==> config.mk <==
export PLATFORM = sky130hd
export DESIGN_NAME = bal_enc
export DESIGN_NICKNAME = d
export VERILOG_FILES = /design/src/rtl/bal_pkg.sv /design/src/rtl/bal_popdisp.sv /design/src/rtl/bal_decide.sv /design/src/rtl/bal_enc.sv
export SDC_FILE = /design/constraint.sdc
export NUM_CORES = 1
export LEC_CHECK = 0
export BUFFER_PORTS_ARGS = -buffer_cell sky130_fd_sc_hd__buf_4
export CAP_MARGIN = 30
export CORE_ASPECT_RATIO = 1.25
export CORE_MARGIN = 3
export CORE_UTILIZATION = 45
export DETAILED_ROUTE_END_ITERATION = 6
export PLACE_DENSITY = 0.71
export SYNTH_ARGS = -nofsm -noshare
export SYNTH_HDL_FRONTEND = slang
export SYNTH_SLANG_ARGS = --single-unit
==> constraint.sdc <==
create_clock -name clk -period 11.6 [get_ports clk]
set_input_delay 0.58 -clock clk [delete_from_list [all_inputs] [get_ports clk]]
set_output_delay 0.58 -clock clk [all_outputs]
set_load 0.01 [all_outputs]
==> src/rtl/bal_pkg.sv <==
package bal_pkg;

  // Inversion choice from the signs of the running and word disparity.
  function automatic logic pick_invert(input logic rd_zero,
                                       input logic rd_pos,
                                       input logic d_pos);
    if (rd_zero)
      return 1'b1;
    else if (rd_pos)
      return d_pos;
    else
      return !d_pos;
  endfunction

  // Clamp an integer into [lo, hi].
  function automatic int clamp_int(input int v, input int lo, input int hi);
    if (v > hi)
      return hi;
    else if (v < lo)
      return lo;
    else
      return v;
  endfunction

endpackage

==> src/rtl/bal_popdisp.sv <==
module bal_popdisp #(
  parameter int DATA_W = 6,
  localparam int CW = $clog2(DATA_W + 1),
  localparam int DW = CW + 2
) (
  input  logic [DATA_W-1:0]    din,
  output logic signed [DW-1:0] wdisp
);

  logic [CW-1:0] ones;

  always_comb begin
    ones = '0;
    for (int i = 0; i < DATA_W; i++)
      ones = ones + CW'(din[i]);
  end

  // ones - zeros = 2*ones - DATA_W
  assign wdisp = $signed({1'b0, ones, 1'b0}) - $signed(DW'(DATA_W));

endmodule

==> src/rtl/bal_decide.sv <==
module bal_decide #(
  parameter int RD_W   = 4,
  parameter int DW     = 5,
  parameter int RD_MAX = 7,
  parameter int RD_MIN = -6
) (
  input  logic signed [RD_W-1:0] rd_cur,
  input  logic signed [DW-1:0]   wdisp,
  output logic                   invert,
  output logic signed [RD_W-1:0] rd_nxt
);

  logic rd_zero, rd_pos, d_pos;
  int   rd_i, d_i, step_i, sum_i;

  assign rd_zero = ~|rd_cur;
  assign rd_pos  = !rd_cur[RD_W-1] && !rd_zero;
  assign d_pos   = !wdisp[DW-1] && (|wdisp);

  assign invert = bal_pkg::pick_invert(rd_zero, rd_pos, d_pos);

  assign rd_i   = int'(rd_cur);
  assign d_i    = int'(wdisp);
  assign step_i = invert ? (1 - d_i) : (d_i - 1);
  assign sum_i  = bal_pkg::clamp_int(rd_i + step_i, RD_MIN, RD_MAX);
  assign rd_nxt = RD_W'(sum_i);

endmodule

==> src/rtl/bal_enc.sv <==
module bal_enc #(
  parameter int DATA_W = 6,
  parameter int RD_W   = 4,
  parameter int RD_MAX = 7,
  parameter int RD_MIN = -6,
  localparam int DW    = $clog2(DATA_W + 1) + 2
) (
  input  logic                   clk,
  input  logic                   rst,
  input  logic signed [RD_W-1:0] init_rd,
  input  logic                   in_valid,
  input  logic [DATA_W-1:0]      in_data,
  output logic                   out_valid,
  output logic [DATA_W-1:0]      out_data,
  output logic                   out_flag
);

  logic signed [RD_W-1:0] rd_q;
  logic signed [RD_W-1:0] rd_nx;
  logic signed [RD_W-1:0] rd_load;
  logic signed [DW-1:0]   wdisp;
  logic                   inv;

  bal_popdisp #(.DATA_W(DATA_W)) u_pop (
    .din   (in_data),
    .wdisp (wdisp)
  );

  bal_decide #(
    .RD_W   (RD_W),
    .DW     (DW),
    .RD_MAX (RD_MAX),
    .RD_MIN (RD_MIN)
  ) u_dec (
    .rd_cur (rd_q),
    .wdisp  (wdisp),
    .invert (inv),
    .rd_nxt (rd_nx)
  );

  assign rd_load = RD_W'(bal_pkg::clamp_int(int'(init_rd), RD_MIN, RD_MAX));

  always_ff @(posedge clk) begin
    if (rst) begin
      rd_q      <= rd_load;
      out_valid <= 1'b0;
      out_data  <= '0;
      out_flag  <= 1'b0;
    end else begin
      out_valid <= in_valid;
      if (in_valid) begin
        rd_q     <= rd_nx;
        out_data <= in_data ^ {DATA_W{inv}};
        out_flag <= inv;
      end
    end
  end

endmodule

==> impl_results.md <==
- Status: finished, final reports clean
- Post_cts resized: 0
- PwrDens: 212 nW/µm²
- Vias in the first global route: 1224
- Detailed Routing Iterations Pass 1: 4
- CTS tree: yes
- Sw frac: 48.7%
- Drt initial violations: 45
- Async set or reset register ratio after synthesis: 0%
- Slew Limit Fails: 0
- Worst VDD drop: 0.000113 V
- DP HPWL: 2500 µm
- Worst-path clk slew: 0.07 ns
- Most used cell, CP: fa_1
- Internal power: 0.190 mW
- Clk_skew: 0.00636 ns
- DR WL/cell: 14.3 µm
- Net Sw Power: 0.180 mW
- CTS Hold Bufs: 0
- Number of warnings issued by yosys: 0
- Mean Syn Cell Area: 10.3 µm²
- Req. time, crit path: 11.63 ns
- Sequential area share after synthesis: 18.4%
- Largest net degree at the start of global routing: 19
- CP max stage cell: fa_1
- Inst Count DP: 202
- Clk pwr share: 7.2%
- Gr ovfl total: 0
- Detailed Route WL: 2950 µm
- Setup_tns: 0 ns
- Die ar.: 4120 µm²
- CTS sink cnt: 12
- # fillers: 283
- Synth Register Bits: 12
- Ports: 21
- H-Tree Depth: 1
- Fmax: 160 MHz
- Final Hold Fails: 0
- Reg area: 280 µm²
- Gate power share: 77.4%
- Synthesized cell area: 1520 µm²
- Via Count: 1146
- Insertion delay to the later sink of the worst-skew pair: 0.27 ns
- # port buffers: 20
- Power, Total: 0.370 mW
- Leakage power: 0.749 nW
- Non-Filler Instances: 206
- Syn Inst Count: 148
- Post-synth EDFFs: 4
- Slew HR: 65.4%
- Worst hold slack: 0.493 ns
- Slew @ Worst Pin: 0.519 ns
- Hold WC Path Type: reg -> reg
- Share of cells above drive strength 1: 22.4%
- Final #Nets: 213
- WP buf/inv: 3
- Synth cell types: 44
- Element type at the critical path start: primary input
- Reg power frac: 15.4%
- Crit path kind: in -> reg
- CTS max path bufs: 2
- CTS root buffer: clkbuf_4
- Row cnt: 22
- Top_reg_cell synth: dfxtp_1
- Cell chain of the critical path: buf_4, ha_1, inv_1, fa_1, fa_1, fa_1, o21ai_2, xor2_1, ha_1, a21oi_1, o21bai_1, fa_1, fa_1, inv_1, fa_1, or4bb_1, nor4_1, and4_1, a311oi_1, a211o_1
- Crit Path Max Fanout: 9
- Clock buffer count from CTS: 3
- Setup bufs post-CTS: 0
- Core Area: 3080 µm²
- Final Wtd Congestion: 0.876
- Vias/cell: 5.56
- DRC Markers: 0
- Initial core utilization: 49.3%
- Initial antenna violation count: 0
- Syn-to-layout area delta: 14.7%
- Final setup vio count: 0
- Die X: 58.0 µm
- First-pass GRT wire length: 5250 µm
- GR Util All Layers: 15.9%
- Worst Path Arrival: 6.29 ns
- Die H: 71.0 µm
- Routed Antenna Nets: 0
- Max-Cap Viols: 0
- Min Tclk post-route: 6.26 ns
- RSZ-0062 raised after global routing: false
- Net Count, Synth: 190
- Critical path endpoint category: flop
- Footprint of the multi-input gates: 1150 µm²
- Cell family with most CP delay: adder cells
- Antenna cells: 0
- CP peak stage delay: 0.51 ns
- Final period utilization: 54.0%
layout make-up:
cell class                      instances  share of cell area [%]
Multi-Input combinational cell        111                    65.8
Inverter                               21                    4.52
Clock buffer                            4                    1.51
Sequential cell                        12                    16.1
Timing Repair Buffer                   22                    9.48
Tap cell                               36                    2.58
flip-flops by register name, summed over array words and instances (netlist names):
signal     cells
out_valid      1
out_data       6
rd_q           4
out_flag       1
Yosys cell counts, drive strengths merged (2+ instances only):
| master | number | area, µm² |
|---|---|---|
| buf | 2 | 10.0 |
| a311oi | 2 | 17.5 |
| inv | 21 | 78.8 |
| nand2 | 2 | 7.51 |
| nor2b | 3 | 21.3 |
| xnor2 | 4 | 35.0 |
| fa | 24 | 480 |
| a21o | 6 | 45.0 |
| or4bb | 3 | 37.5 |
| ha | 5 | 62.6 |
| xor2 | 5 | 43.8 |
| clkbuf | 2 | 7.51 |
| a21oi | 5 | 25.0 |
| nand4b | 4 | 35.0 |
| o21ai | 5 | 28.8 |
| nor2 | 12 | 45.0 |
| a211oi | 8 | 65.1 |
| dfxtp | 8 | 160 |
| nor4 | 3 | 25.0 |
| nor3 | 3 | 15.0 |
| edfxtp | 4 | 120 |
per-stage QoR:
| stage | worst slack [ns] | util, % | area, µm² |
|---|---|---|---|
| detailed placement | 5.10 | 55.7 | 1720 |
| floorplan | 5.08 | - | 1520 |
| global route | 5.02 | 56.5 | 1740 |
| CTS | 5.36 | 56.5 | 1740 |
| finish | 5.34 | 56.5 | 1740 |
| global placement | 5.26 | 55.7 | 1720 |
final timing paths:
path	from	endpoint	slack, ns	cells past startpoint
min reg2reg	out_data[2]	out_data[2]	0.49	2
max reg2reg	rd_q[3]	rd_q[1]	6.45	16
min	out_data[2]	out_data[2]	0.49	2
max	in_data[0]	rd_q[1]	5.34	20
metal layers:
layer / routed length [µm] / GRT usage [%] / vias to the layer above
li1: - / - / 548
met1: 1160 / 19.6 / 566
met2: 1640 / 27.6 / 24
met3: 94 / 0.730 / 8
met4: 61 / 7.99 / 0
met5: 0 / 0 / -
power by group through the flow:
stage	Combinational, mW	Sequential (mW)	Clock (mW)
floorplan	0.212	0.0640	0
global placement	0.275	0.0578	0
detailed placement	0.285	0.0580	0
CTS	0.287	0.0570	0.0266
global route	0.322	0.0578	0.0276
finish	0.286	0.0569	0.0267
cells in the final DEF, fill, tap and decap left out, drive strengths merged, types with 2 or more instances in the layout:
cell    netlist  routed
fa           24      24
buf           2      22
inv          21      21
nor2         12      12
dfxtp         8       8
a211oi        8       8
a21o          6       6
xor2          5       5
ha            5       5
a21oi         5       5
o21ai         5       5
nand4b        4       4
xnor2         4       4
edfxtp        4       4
clkbuf        2       4
nor3          3       3
or4bb         3       3
nor4          3       3
nor2b         3       3
nand2         2       2
a311oi        2       2
tightest hold or removal path: cells and delay by family (launching register included):
kind	cells	cell delay (ns)
AOI/OAI and AO/OA	1	0.05
and+or+nand+nor	1	0.08
DFF	1	0.31
cells by family after synthesis:
family / after synthesis / synth area share [%]
buffers and inverters: 25 / 6.34
multiplexers: 1 / 0.741
adder cells (fa/ha/maj): 29 / 35.7
flip-flops: 12 / 18.4
AO/OA/AOI/OAI: 31 / 14.8
XOR/XNOR: 9 / 5.18
AND/OR/NAND/NOR: 41 / 18.8
No activity file was read; power rests on OpenSTA's default activity.
